===== src/rtl/hswap_pkg.sv =====
package hswap_pkg;

    localparam int BYTE_LANES = 2;

    typedef enum logic [2:0] {
        ST_IDLE,
        ST_FILL,
        ST_DRAIN,
        ST_READ,
        ST_DONE
    } hs_state_e;

    typedef struct packed {
        logic write;
        logic swap;
    } hs_mode_t;

    function automatic logic [31:0] even_addr(input logic [31:0] a);
        return {a[31:1], 1'b0};
    endfunction

endpackage


===== src/rtl/hswap_lane.sv =====
module hswap_lane #(
    parameter int LANES = hswap_pkg::BYTE_LANES
) (
    input  logic               swap_en,
    input  logic [8*LANES-1:0] din,
    output logic [8*LANES-1:0] dout
);
    for (genvar i = 0; i < LANES; i++) begin : g_lane
        assign dout[8*i +: 8] = swap_en ? din[8*(LANES-1-i) +: 8] : din[8*i +: 8];
    end
endmodule


===== src/rtl/hswap_wbuf.sv =====
module hswap_wbuf #(
    parameter int DEPTH = 32,
    parameter int W     = 16,
    localparam int AW   = $clog2(DEPTH)
) (
    input  logic          clk,
    input  logic          we,
    input  logic [AW-1:0] waddr,
    input  logic [W-1:0]  wdata,
    input  logic [AW-1:0] raddr,
    output logic [W-1:0]  rdata
);
    logic [W-1:0] store [DEPTH];

    always_ff @(posedge clk) begin
        if (we) store[waddr] <= wdata;
    end

    assign rdata = store[raddr];
endmodule


===== src/rtl/hswap_dma_adapter.sv =====
module hswap_dma_adapter
    import hswap_pkg::*;
#(
    parameter int ADDR_W   = 32,
    parameter int LEN_W    = 16,
    parameter int CHUNK_HW = 32
) (
    input  logic              clk,
    input  logic              rst,
    input  logic [ADDR_W-1:0] upper_addr,
    input  logic              req_valid,
    input  logic              req_write,
    input  logic              req_noswap,
    input  logic [ADDR_W-1:0] req_addr,
    input  logic [LEN_W-1:0]  req_len,
    output logic              busy,
    output logic              done,
    input  logic [15:0]       wr_data,
    input  logic              wr_valid,
    output logic              wr_ready,
    output logic [15:0]       rd_data,
    output logic              rd_valid,
    output logic              mem_req,
    output logic              mem_we,
    output logic              mem_pair,
    output logic [ADDR_W-1:0] mem_addr,
    output logic [15:0]       mem_wdata,
    input  logic [15:0]       mem_rdata,
    input  logic              mem_ack
);
    localparam int CHUNK_BYTES = 2 * CHUNK_HW;
    localparam int IDX_W       = $clog2(CHUNK_HW);
    localparam int CNT_W       = IDX_W + 1;

    hs_state_e          state;
    hs_mode_t           mode;
    logic [ADDR_W-1:0]  cur_addr;
    logic [LEN_W-1:0]   rem;
    logic [CNT_W-1:0]   fill_cnt;
    logic [CNT_W-1:0]   drain_cnt;
    logic [15:0]        rd_data_q;
    logic               rd_valid_q;

    // Request decode at acceptance
    logic [ADDR_W-1:0]  full_addr;
    logic [ADDR_W-1:0]  start_addr;
    logic [LEN_W-1:0]   eff_len;

    assign full_addr  = req_addr | upper_addr;
    assign start_addr = req_noswap ? full_addr : ADDR_W'(even_addr(32'(full_addr)));
    assign eff_len    = req_noswap ? req_len : {req_len[LEN_W-1:1], 1'b0};

    // Chunk sizing
    logic [LEN_W-1:0]   chunk_bytes;
    logic [LEN_W-1:0]   chunk_beats;
    logic               fill_last;
    logic               drain_last;
    logic [LEN_W-1:0]   rd_step;

    assign chunk_bytes = (rem > LEN_W'(CHUNK_BYTES)) ? LEN_W'(CHUNK_BYTES) : rem;
    assign chunk_beats = (chunk_bytes + LEN_W'(1)) >> 1;
    assign fill_last   = (LEN_W'(fill_cnt)  == chunk_beats - LEN_W'(1));
    assign drain_last  = (LEN_W'(drain_cnt) == chunk_beats - LEN_W'(1));
    assign rd_step     = (rem > LEN_W'(1)) ? LEN_W'(2) : LEN_W'(1);

    // Write buffer and byte-lane steering
    logic [15:0] buf_rdata;
    logic [15:0] rd_lane;

    hswap_wbuf #(.DEPTH(CHUNK_HW), .W(16)) wbuf_i (
        .clk   (clk),
        .we    (state == ST_FILL && wr_valid),
        .waddr (fill_cnt[IDX_W-1:0]),
        .wdata (wr_data),
        .raddr (drain_cnt[IDX_W-1:0]),
        .rdata (buf_rdata)
    );

    hswap_lane #(.LANES(BYTE_LANES)) wlane_i (
        .swap_en (mode.swap),
        .din     (buf_rdata),
        .dout    (mem_wdata)
    );

    hswap_lane #(.LANES(BYTE_LANES)) rlane_i (
        .swap_en (mode.swap),
        .din     (mem_rdata),
        .dout    (rd_lane)
    );

    // Memory-side outputs
    always_comb begin
        mem_req  = 1'b0;
        mem_we   = 1'b0;
        mem_pair = 1'b1;
        mem_addr = cur_addr;
        case (state)
            ST_DRAIN: begin
                mem_req  = 1'b1;
                mem_we   = 1'b1;
                mem_pair = !(drain_last && chunk_bytes[0]);
                mem_addr = cur_addr + ADDR_W'({drain_cnt, 1'b0});
            end
            ST_READ: begin
                mem_req  = 1'b1;
                mem_pair = (rem > LEN_W'(1));
            end
            default: ;
        endcase
    end

    assign busy     = (state != ST_IDLE);
    assign done     = (state == ST_DONE);
    assign wr_ready = (state == ST_FILL);
    assign rd_data  = rd_data_q;
    assign rd_valid = rd_valid_q;

    // Sequencer
    always_ff @(posedge clk) begin
        if (rst) begin
            state      <= ST_IDLE;
            mode       <= '0;
            cur_addr   <= '0;
            rem        <= '0;
            fill_cnt   <= '0;
            drain_cnt  <= '0;
            rd_data_q  <= '0;
            rd_valid_q <= 1'b0;
        end else begin
            rd_valid_q <= 1'b0;
            case (state)
                ST_IDLE: begin
                    if (req_valid) begin
                        mode.write <= req_write;
                        mode.swap  <= !req_noswap;
                        cur_addr   <= start_addr;
                        rem        <= eff_len;
                        fill_cnt   <= '0;
                        drain_cnt  <= '0;
                        if (eff_len == '0)  state <= ST_DONE;
                        else if (req_write) state <= ST_FILL;
                        else                state <= ST_READ;
                    end
                end
                ST_FILL: begin
                    if (wr_valid) begin
                        fill_cnt <= fill_cnt + CNT_W'(1);
                        if (fill_last) begin
                            drain_cnt <= '0;
                            state     <= ST_DRAIN;
                        end
                    end
                end
                ST_DRAIN: begin
                    if (mem_ack) begin
                        drain_cnt <= drain_cnt + CNT_W'(1);
                        if (drain_last) begin
                            cur_addr <= cur_addr + ADDR_W'(chunk_bytes);
                            rem      <= rem - chunk_bytes;
                            fill_cnt <= '0;
                            state    <= (rem == chunk_bytes) ? ST_DONE : ST_FILL;
                        end
                    end
                end
                ST_READ: begin
                    if (mem_ack) begin
                        rd_valid_q <= 1'b1;
                        rd_data_q  <= rd_lane;
                        cur_addr   <= cur_addr + ADDR_W'(rd_step);
                        rem        <= rem - rd_step;
                        if (rem == rd_step) state <= ST_DONE;
                    end
                end
                default: state <= ST_IDLE;
            endcase
        end
    end
endmodule


===== config.mk =====
export PLATFORM = sky130hd
export DESIGN_NAME = hswap_dma_adapter
export DESIGN_NICKNAME = d
export VERILOG_FILES = /design/src/rtl/hswap_pkg.sv /design/src/rtl/hswap_lane.sv /design/src/rtl/hswap_wbuf.sv /design/src/rtl/hswap_dma_adapter.sv
export SDC_FILE = /design/constraint.sdc
export NUM_CORES = 1
export LEC_CHECK = 0
export ABC_CLOCK_PERIOD_IN_PS = 7200
export BUFFER_PORTS_ARGS = -buffer_cell sky130_fd_sc_hd__buf_2
export CAP_MARGIN = 30
export CELL_PAD_IN_SITES_DETAIL_PLACEMENT = 1
export CELL_PAD_IN_SITES_GLOBAL_PLACEMENT = 1
export CORE_ASPECT_RATIO = 0.6
export CORE_MARGIN = 8
export CORE_UTILIZATION = 53
export CTS_BUF_LIST = sky130_fd_sc_hd__clkbuf_4
export CTS_CLUSTER_SIZE = 16
export DETAILED_ROUTE_END_ITERATION = 12
export PLACE_DENSITY_LB_ADDON = 0.1
export SLEW_MARGIN = 40
export SYNTH_ARGS = -nofsm -noshare
export SYNTH_HDL_FRONTEND = slang
export SYNTH_SLANG_ARGS = --single-unit

===== constraint.sdc =====
create_clock -name clk -period 7.2 [get_ports clk]
set_clock_uncertainty 0.1 [all_clocks]
set_input_delay 1.8 -clock clk [delete_from_list [all_inputs] [get_ports clk]]
set_output_delay 1.8 -clock clk [all_outputs]
set_load 0.02 [all_outputs]

After elaboration in Yosys (flattened, before gate mapping)
Memories as Yosys holds them, arrays and structs flattened. A register that Yosys moved wholly into a read port is not among the register bits.
Cells that the tools add are included.
{ "totals": {"register_bits": 81, "mem_bits_rw": 512, "input_bits": 119, "word_cells": 101, "n_memories": 1} }
{ "op_classes": {"addsub": 9, "n_lt_le_gt_ge": 2, "eq_ne": 15, "n_mux": 47, "bitwise": 2, "n_reduce_logical": 17} }
{ "memory_table": {"columns": ["name", "depth", "width", "read_ports", "rd_clocked_by_memory_dff", "write_ports", "line", "rtl"], "rows": [
  ["wbuf_i.store", 32, 16, 1, 1, 1, "hswap_wbuf.sv:13", "logic [W-1:0] store [DEPTH];"]
]} }
{ "ops": {"columns": ["operator", "count"], "rows": [
  ["$mux W32", 5],
  ["$pmux W32 S3", 1],
  ["$mux W16", 5],
  ["$pmux W16 S3", 1],
  ["$mux W6", 7],
  ["$pmux W6 S3", 2],
  ["$add A32 B16 Y32", 1],
  ["$add A32 B2 Y32", 1],
  ["$add A32 B7 Y32", 1],
  ["$eq A6 B16 Y1", 2],
  ["$mux W8", 4],
  ["$or A32 B32 Y32", 1],
  ["$mux W3", 9],
  ["$add A16 B1 Y16 const B", 1],
  ["$eq A16 B16 Y1", 1],
  ["$eq A16 B2 Y1", 1],
  ["$gt A16 B1 Y1 const B", 1],
  ["$gt A16 B7 Y1 const B", 1],
  ["$logic_not A16 Y1", 1],
  ["$sub A15 B1 Y16 const B", 1],
  ["$sub A16 B16 Y16", 1],
  ["$sub A16 B2 Y16", 1],
  ["$reduce_and A5 Y1", 3],
  ["$add A6 B1 Y6 const B", 2],
  ["18 further kinds", 38]
]} }

Longest topological paths before layout
Gate-level depths: netlist of run 1.
{ "logic_depth": {"word_depth": 10, "ltp_mapped": 22, "ltp_nobuf": 16} }

Modules after synthesis
Synthesis of run 1 repeated with hierarchy kept, for this count alone.
{ "hier_totals": {"cells_unflattened": 2111, "hier_area_um2": 27562.7} }
{ "by_module_without_submodules": {"columns": ["module", "instances", "cells_each", "area_per_inst_um2", "seq_area_each_um2"], "rows": [
  ["hswap_wbuf", 1, 1127, 20214.4, 15374.7],
  ["hswap_dma_adapter", 1, 948, 6850.3, 1621.6],
  ["hswap_lane", 2, 18, 249.0, 0.0]
]} }

Least setup slack after synthesis of run 1
No wires, ideal clock.
{ "synth_timing": {"path_kind": "register -> output", "from": "reg rem[7]", "to": "out mem_pair", "arrival_time_ns": 3.808, "path_slack_ns": 1.492, "path_stages_with_launch": 20, "path_cell_list": "dfxtp_1 > buf_2 > nor4_4 > and3_1 > nand2_1 > clkbuf_1 > nor2_1 > ha_1 > clkbuf_1 > xor2_1 > ha_1 > clkbuf_1 > inv_1 > nand4_1 > o22ai_1 > a22o_1 > xnor2_1 > nor4_4 > nand3_1 > a21o_1"} }
{ "synth_between": {"elab_chain_len": 8, "word_cells_on_any_way": 9, "classes_between": "2 x add/sub; 2 x order compare; 1 x eq/ne; 2 x mux; 2 x reduce/logical"} }
{ "synth_lines": {"columns": ["element", "line", "rtl"], "rows": [
  ["start, declared", "hswap_dma_adapter.sv:38", "logic [LEN_W-1:0] rem;"],
  ["start signal, assigned", "hswap_dma_adapter.sv:137", "rem <= eff_len;"],
  ["start signal, assigned", "hswap_dma_adapter.sv:159", "rem <= rem - chunk_bytes;"],
  ["start signal, assigned", "hswap_dma_adapter.sv:170", "rem <= rem - rd_step;"],
  ["$gt A16 B7 Y1", "hswap_dma_adapter.sv:60", "assign chunk_bytes = (rem > LEN_W'(CHUNK_BYTES)) ? LEN_W'(CHUNK_BYTES) : rem;"],
  ["$mux W16", "hswap_dma_adapter.sv:60", null],
  ["$add A16 B1 Y16", "hswap_dma_adapter.sv:61", "assign chunk_beats = (chunk_bytes + LEN_W'(1)) >> 1;"],
  ["$sub A15 B1 Y16", "hswap_dma_adapter.sv:63", "assign drain_last = (LEN_W'(drain_cnt) == chunk_beats - LEN_W'(1));"],
  ["$eq A6 B16 Y1", "hswap_dma_adapter.sv:63", null],
  ["$logic_and A1 B1 Y1", "hswap_dma_adapter.sv:101", "mem_pair = !(drain_last && chunk_bytes[0]);"],
  ["$logic_not A1 Y1", "hswap_dma_adapter.sv:101", null],
  ["$pmux W1 S2 (*)", "hswap_dma_adapter.sv:97", "case (state)"],
  ["end, declared", "hswap_dma_adapter.sv:25", "output logic mem_pair,"]
]} }
Every way passes the cells marked *; elsewhere a longest branch is shown, timed or not.

Worst setup path after layout of run 1
{ "layout_timing": {"from": "reg rem[14]", "to": "out mem_pair"} }
The elaborated chain is that of the path after synthesis.

==> impl_metrics.py, run 1 <==
metrics = {
    "outcome": {
        "status": "completed",
    },
    "finish": {
        "utilization_pct": 61.6,
        "drive_above_1_share_pct": 33.4,
        "instances_no_fill": 2781,
        "nets": 2185,
        "regArea_mm2": 0.0171,
        "multi_input_area_mm2": 0.00924,
        "area_growth_pct": 14.1,
        "fillers": 4703,
    },
    "clock_network": {
        "clk_pin_slew_ps": 70,
        "clock-sinks": 598,
        "cts_tree": "yes",
        "clock_latency_ps": 920,
        "holdBufCountCts": 0,
        "cts.htree.levels": 4,
        "clock_path_buffers": 3,
        "cts_made_buffers": 139,
        "clockRootBuffer": "clkbuf_4",
    },
    "sta": {
        "maxSlewViolCount": 0,
        "grt_setup_unrepaired": "false",
        "fin_crit_sh_pct": 95.6,
        "worst_pin_slew_ps": 870,
        "finalSetupTns_ps": 0,
        "setup_viol": 0,
        "hold_viol": 0,
        "max_freq_mhz": 145,
        "relSlewSlack_pct": 41.5,
        "layout_min_cycle_time_ps": 6890,
    },
    "grt": {
        "antenna_found_initial": 5,
        "grt_pass1_wl_mm": 118,
        "grt_max_degree": 65,
        "grt.busiest_layer": "met1",
        "grt-ovfl-total": 0,
        "grt_pass1_vias": 18534,
        "grt_use_total_pct": 27.2,
        "met3_usage_pct": 8.95,
        "met2_usage_pct": 38.6,
        "use_met1_pct": 40.5,
    },
    "worst_setup_path": {
        "regToRegEndpoint": "cur_addr[19]",
        "start_kind": "flop",
        "critPathKind": "reg -> out",
        "r2r_slack_ps": 1500,
        "cp.arrival_ps": 4990,
        "critPathMaxFanout": 10,
        "reg2reg_from": "rem[14]",
        "crit_path_start": "rem[14]",
        "critPathCapture": "mem_pair",
        "crit_required_ps": 5300,
        "reg2reg_depth": 15,
        "endpoint_kind": "output port",
    },
    "power": {
        "power_leakage_nw": 10.2,
        "totalPowerFinal_mw": 9.19,
        "ir_drop_mv": 0.156,
        "power_density_mw_per_mm2": 301,
    },
    "place": {
        "place_hpwl_mm": 53.5,
        "placedCellCount": 2536,
        "io_buffers": 189,
        "place_congestion": 0.896,
    },
    "die": {
        "fp.dieArea_mm2": 0.0582,
        "dieWidth_um": 306,
        "ioPinCount": 190,
        "core-area_mm2": 0.0496,
        "initial_core_util_pct": 54.0,
        "die_h_um": 190,
        "rows": 63,
    },
    "logic_synthesis": {
        "synth.most_common_cell": "edfxtp_1",
        "synth_area_per_cell_um2": 15.4,
        "yosysWarnings": 0,
        "syn_area_mm2": 0.0268,
        "synthTopCellsByCount": "edfxtp_1 (512), mux4_2 (176), nand2_1 (122)",
        "async_reset_ff_share_pct": 0,
        "synth_largest_area_cell": "edfxtp_1",
        "synth_top_area_share_pct": 57.5,
        "synthTopCellsByArea": "edfxtp_1 (57%), mux4_2 (15%), dfxtp_1 (6.4%), nand2_1 (1.7%), a21oi_1 (1.5%)",
        "synth-seq-cells": 598,
        "ys.flop_type": "edfxtp_1",
        "synth_cells": 1737,
        "synthDistinctLibCells": 76,
        "ys_seq_area_share_pct": 63.9,
        "synth_enable_flop_cells": 512,
    },
    "min_path": {
        "hold_class": "reg -> reg",
    },
    "detailed_routing": {
        "wire_per_inst_um": 28.7,
        "first_iter_violations": 1991,
        "antenna_left": 0,
        "detail_route.first_pass.iterations": 5,
        "vias": 17818,
        "totalWireLength_mm": 79.7,
        "avgViaCountPerCell": 6.41,
        "drc": 0,
    },
    "job": {
        "cap_violations": 0,
    },
}
[final cells by class]
type	instances	share of cell area (%)
tap	650	2.66
sequential	598	56.0
timing repair buffer	255	4.85
clock inverter	29	0.623
clock buffer	210	5.16
inverter	32	0.393
antenna	2	0.0164
multi-input combinational	1005	30.3
[cell usage in the layout (no fill, tap or decap), types with 5 or more instances in the layout]
cell and instances:
o311ai_0 15, nand3_1 34, mux4_2 176, and3_1 14
buf_4 62, nand4_1 11, edfxtp_1 512, or3_1 17
o21a_1 6, nand2_1 122, o32ai_1 10, nor3_1 29
dfxtp_1 80, a21o_1 10, clkbuf_4 210, nor4_1 9
o31ai_1 6, xor2_1 28, o21ai_0 59, a31oi_1 20
and2_1 6, ha_1 30, a21oi_1 82, or4_1 6
nor2_1 73, conb_1 10, inv_1 31, o21bai_1 5
o22ai_1 6, nand2b_1 12, mux2i_1 17, xnor2_1 30
inv_2 6, o211ai_1 16, a211oi_1 35, buf_2 189
clkinv_1 19, nor2_2 33
[metrics by stage]
step | hold slack, ps | cell area [um2] | worst slack [ps]
floorplan | 354 | 26800 | 1490
global placement | 376 | 28700 | 1000
detailed placement | 385 | 28700 | 893
CTS | 397 | 30500 | 9.64
global route | 418 | 30500 | 40.5
finish | 398 | 30500 | 315
[sequential cells by signal, summed over array words and instances, names as in the netlist, named ones only]
| signal | cells |
|---|---|
| drain_cnt | 6 |
| rd_valid | 1 |
| fill_cnt | 6 |
| mode | 1 |
| rem | 16 |
| wbuf_i.store | 512 |
| state | 3 |
| rd_data | 16 |
| cur_addr | 32 |
[layer usage]
metal	wire length, um	share of wire, %	up-vias
met5	13	0.016	-
met4	1170	1.5	2
met3	8320	10	102
met2	34800	44	884
met1	35400	44	9210
li1	-	-	7620
[cells by family (layout without fill, tap and decap cells)]
kind of cell / count (synthesis) / after routing / share of synthesized area [%]
AO/OA/AOI/OAI: 323 / 323 / 8.05
buffers and inverters: 142 / 526 / 2.08
adder cells (fa/ha/maj): 35 / 35 / 1.72
multiplexers: 195 / 195 / 15.5
XOR/XNOR: 58 / 58 / 1.90
AND/OR/NAND/NOR: 384 / 384 / 6.80
flip-flops: 598 / 598 / 63.9
other: 2 / 12 / 0.0281
[worst min-delay path by stage]
stage | start | depth (start not counted) | to
floorplan | cur_addr[15] | 2 | cur_addr[15]
global placement | cur_addr[15] | 2 | cur_addr[15]
detailed placement | cur_addr[15] | 2 | cur_addr[15]
CTS | cur_addr[15] | 2 | cur_addr[15]
global route | rd_data[10] | 2 | rd_data[10]
finish | cur_addr[15] | 2 | cur_addr[15]
[worst max-delay path: stages, from the launching register on]
cell and delay [ps]:
dfxtp_1 370, nor4_4 410, and3_1 380, nand2_1 220
nor2_1 270, ha_2 400, or3_1 330, a21oi_1 210
a41oi_1 90, a31oi_1 290, o2111ai_1 210, nor4_4 400
nand3_1 120, a21o_1 220, buf_2 160
[what timing repair did]
action	CTS	global route
setup endpoints to repair	1	1
gates resized for setup	0	3
pin swaps	1	1
setup buffers	1	3
[where the power goes]
group          switching, mW  total [mW]  internal, mW
combinational           1.47        2.34         0.870
clock                   1.37        2.80          1.43
sequential             0.185        4.05          3.86
total                   3.02        9.19          6.17
Power figures use the tool's default switching activity.
==> run 2, diff against run 1 <==
--- a/config.mk
+++ b/config.mk
@@ -12,11 +12,12 @@
 export CELL_PAD_IN_SITES_GLOBAL_PLACEMENT = 1
 export CORE_ASPECT_RATIO = 0.6
 export CORE_MARGIN = 8
-export CORE_UTILIZATION = 53
+export CORE_UTILIZATION = 50
 export CTS_BUF_LIST = sky130_fd_sc_hd__clkbuf_4
 export CTS_CLUSTER_SIZE = 16
 export DETAILED_ROUTE_END_ITERATION = 12
 export PLACE_DENSITY_LB_ADDON = 0.1
+export REMOVE_ABC_BUFFERS = 1
 export SLEW_MARGIN = 40
 export SYNTH_ARGS = -nofsm -noshare
 export SYNTH_HDL_FRONTEND = slang
==> run 2 against run 1 <==
  * Die area is 5.6% higher
  * Maximum frequency is 0.67% higher
  * Routed wire length is 6.7% lower
  * Critical path type unchanged
==> impl_metrics.py, run 2 (same netlist as run 1, synthesis figures left out) <==
metrics = {
    "finish": {
        "top_register": "wbuf_i.store",
        "largest_reg_flops": 512,
        "drive_above_1_share_pct": 32.3,
        "nets": 2183,
        "utilization_pct": 57.8,
        "final_cell_mix": "edfxtp_1 (512), clkbuf_4 (193), buf_2 (189), mux4_2 (176), nand2_1 (122)",
        "layout_commonest_cell": "edfxtp_1",
        "reg_top3": "wbuf_i.store: 512 flops, cur_addr: 32 flops",
        "area_growth_pct": 13.9,
        "fin_area_mm2": 0.0305,
    },
    "place": {
        "place_area_mm2": 0.0287,
        "place_ws_ps": 918,
        "place_hpwl_mm": 49.1,
        "io_buffers": 189,
        "place_congestion": 0.853,
    },
    "worst_setup_path": {
        "crit_required_ps": 5300,
        "start_kind": "flop",
        "cp.arrival_ps": 4940,
        "critPathMaxFanout": 16,
        "critPathKind": "reg -> out",
        "endpoint_kind": "output port",
        "cp_slowest_stage_delay_ps": 400,
        "cp.depth": 15,
        "path_delay_family": "simple AND/OR/NAND/NOR gates",
        "r2r_slack_ps": 1770,
        "reg2reg_depth": 17,
        "crit_chain": "buf_4 -> or3_4 -> o41ai_4 -> nand2_1 -> nor2_2 -> ha_2 -> or3_1 -> a21oi_1 -> a41oi_1 -> a31oi_1 -> o2111ai_1 -> nor4_4 -> nand3_1 -> a21o_1 -> buf_2",
        "reg2reg_from": "state[1]",
        "regToRegEndpoint": "cur_addr[28]",
        "path_buf_inv": 2,
        "crit_slowest_cell": "nor4_4",
    },
    "detailed_routing": {
        "vias": 17403,
        "wl_met3_mm": 6.24,
        "antenna_left": 0,
        "totalWireLength_mm": 74.3,
        "first_iter_violations": 1592,
        "wl_met1_mm": 34.3,
        "top_layer": "met4",
        "drc": 0,
        "detail_route.first_pass.iterations": 5,
        "wire_per_inst_um": 26.3,
        "wl_met2_mm": 32.7,
        "avgViaCountPerCell": 6.17,
    },
    "sta": {
        "holdWs_ps": 395,
        "relSlewSlack_pct": 43.4,
        "fin_crit_sh_pct": 95.0,
        "hold_viol": 0,
        "worst_pin_slew_ps": 842,
        "grt_setup_unrepaired": "false",
        "setup_viol": 0,
        "setup_ws_ps": 361,
        "max_freq_mhz": 146,
        "maxSlewViolCount": 0,
        "layout_min_cycle_time_ps": 6840,
    },
    "min_path": {
        "min_delay_worst_endpoint": "rem[15]",
        "hold_class": "reg -> reg",
        "hp-start": "rem[15]",
        "holdPathStages": 2,
    },
    "die": {
        "core-area_mm2": 0.0527,
        "dieWidth_um": 315,
        "ioPinCount": 190,
        "rows": 65,
        "die_h_um": 195,
        "initial_core_util_pct": 50.8,
        "fp.dieArea_mm2": 0.0614,
    },
    "grt": {
        "grt_pass1_vias": 18026,
        "grt_pass1_wl_mm": 112,
        "grt_use_total_pct": 24.0,
        "antenna_found_initial": 3,
        "grt_max_degree": 68,
        "grt-ovfl-total": 0,
    },
    "clock_network": {
        "cts_made_buffers": 142,
        "clk_pin_slew_ps": 80,
        "clock-sinks": 598,
        "clockRootBuffer": "clkbuf_4",
        "cts.htree.levels": 4,
        "cts_tree": "yes",
        "clock_path_buffers": 3,
        "clock_latency_ps": 830,
    },
    "outcome": {
        "status": "completed",
    },
    "power": {
        "totalPowerFinal_mw": 8.98,
        "power_density_mw_per_mm2": 295,
        "ir_drop_mv": 0.135,
        "power_leakage_nw": 10.1,
    },
    "job": {
        "cap_violations": 0,
    },
}
==> run 2: changes by cell type in the layout (fill, tap and decap cells not counted), moves of 2 or more <==
cell      previous run  this run
clkinv_1            19        31
nor2_2              33        30
clkbuf_4           210       193
dfxtp_2              3         1
nor2_1              73        76
buf_4               62        56
==> run 2: worst max path at each step <==
stage	startpoint	end	slack, ps
after CTS	rem[7]	mem_pair	50
final	rem[4]	mem_pair	360
after global placement	rem[4]	mem_pair	1050
after global routing	rem[4]	mem_pair	40
after floorplan	flop	mem_wdata[10]	-1670
after detailed placement	rem[7]	mem_pair	920
==> run 2: cell type report <==
cell class / count / area [um2]
Fill cell: 5062 / 22200
Sequential cell: 598 / 17100
Multi-Input combinational cell: 1005 / 9230
Timing Repair Buffer: 250 / 1460
Clock buffer: 193 / 1450
Tap cell: 703 / 880
Clock inverter: 38 / 223
Inverter: 32 / 120
Antenna cell: 3 / 7.51
==> run 2: routing by layer <==
metal,up-vias,track usage (%)
met1,9012,36.2
met4,0,5.86
met2,675,34.5
li1,7610,-
met3,106,6.61
met5,-,0
==> run 2: where the power goes <==
part	internal (mW)	total (mW)	switching, mW
Clock	1.34	2.66	1.33
Sequential	3.86	4.04	0.178
Combinational	0.862	2.28	1.42
==> run 2: worst min-delay path: stages (launching register included) <==
cell and delay (ps):
dfxtp_1 320, o21ai_0 70, a21oi_1 60
==> run 2: stage by stage <==
step / TNS, ps / instances
6_report: 0 / 2822
3_3_place_gp: 0 / 2584
2_1_floorplan: -26750 / 1635
4_1_cts: 0 / 2816
5_1_grt: 0 / 2822
3_5_place_dp: 0 / 2585
==> run 2: what timing repair did <==
action	CTS	global route
endpoints found under the setup margin	1	1
endpoints found under the hold margin	0	0
pin swaps	0	2
gates resized for setup	1	2
setup buffers	0	2
hold buffers	0	0
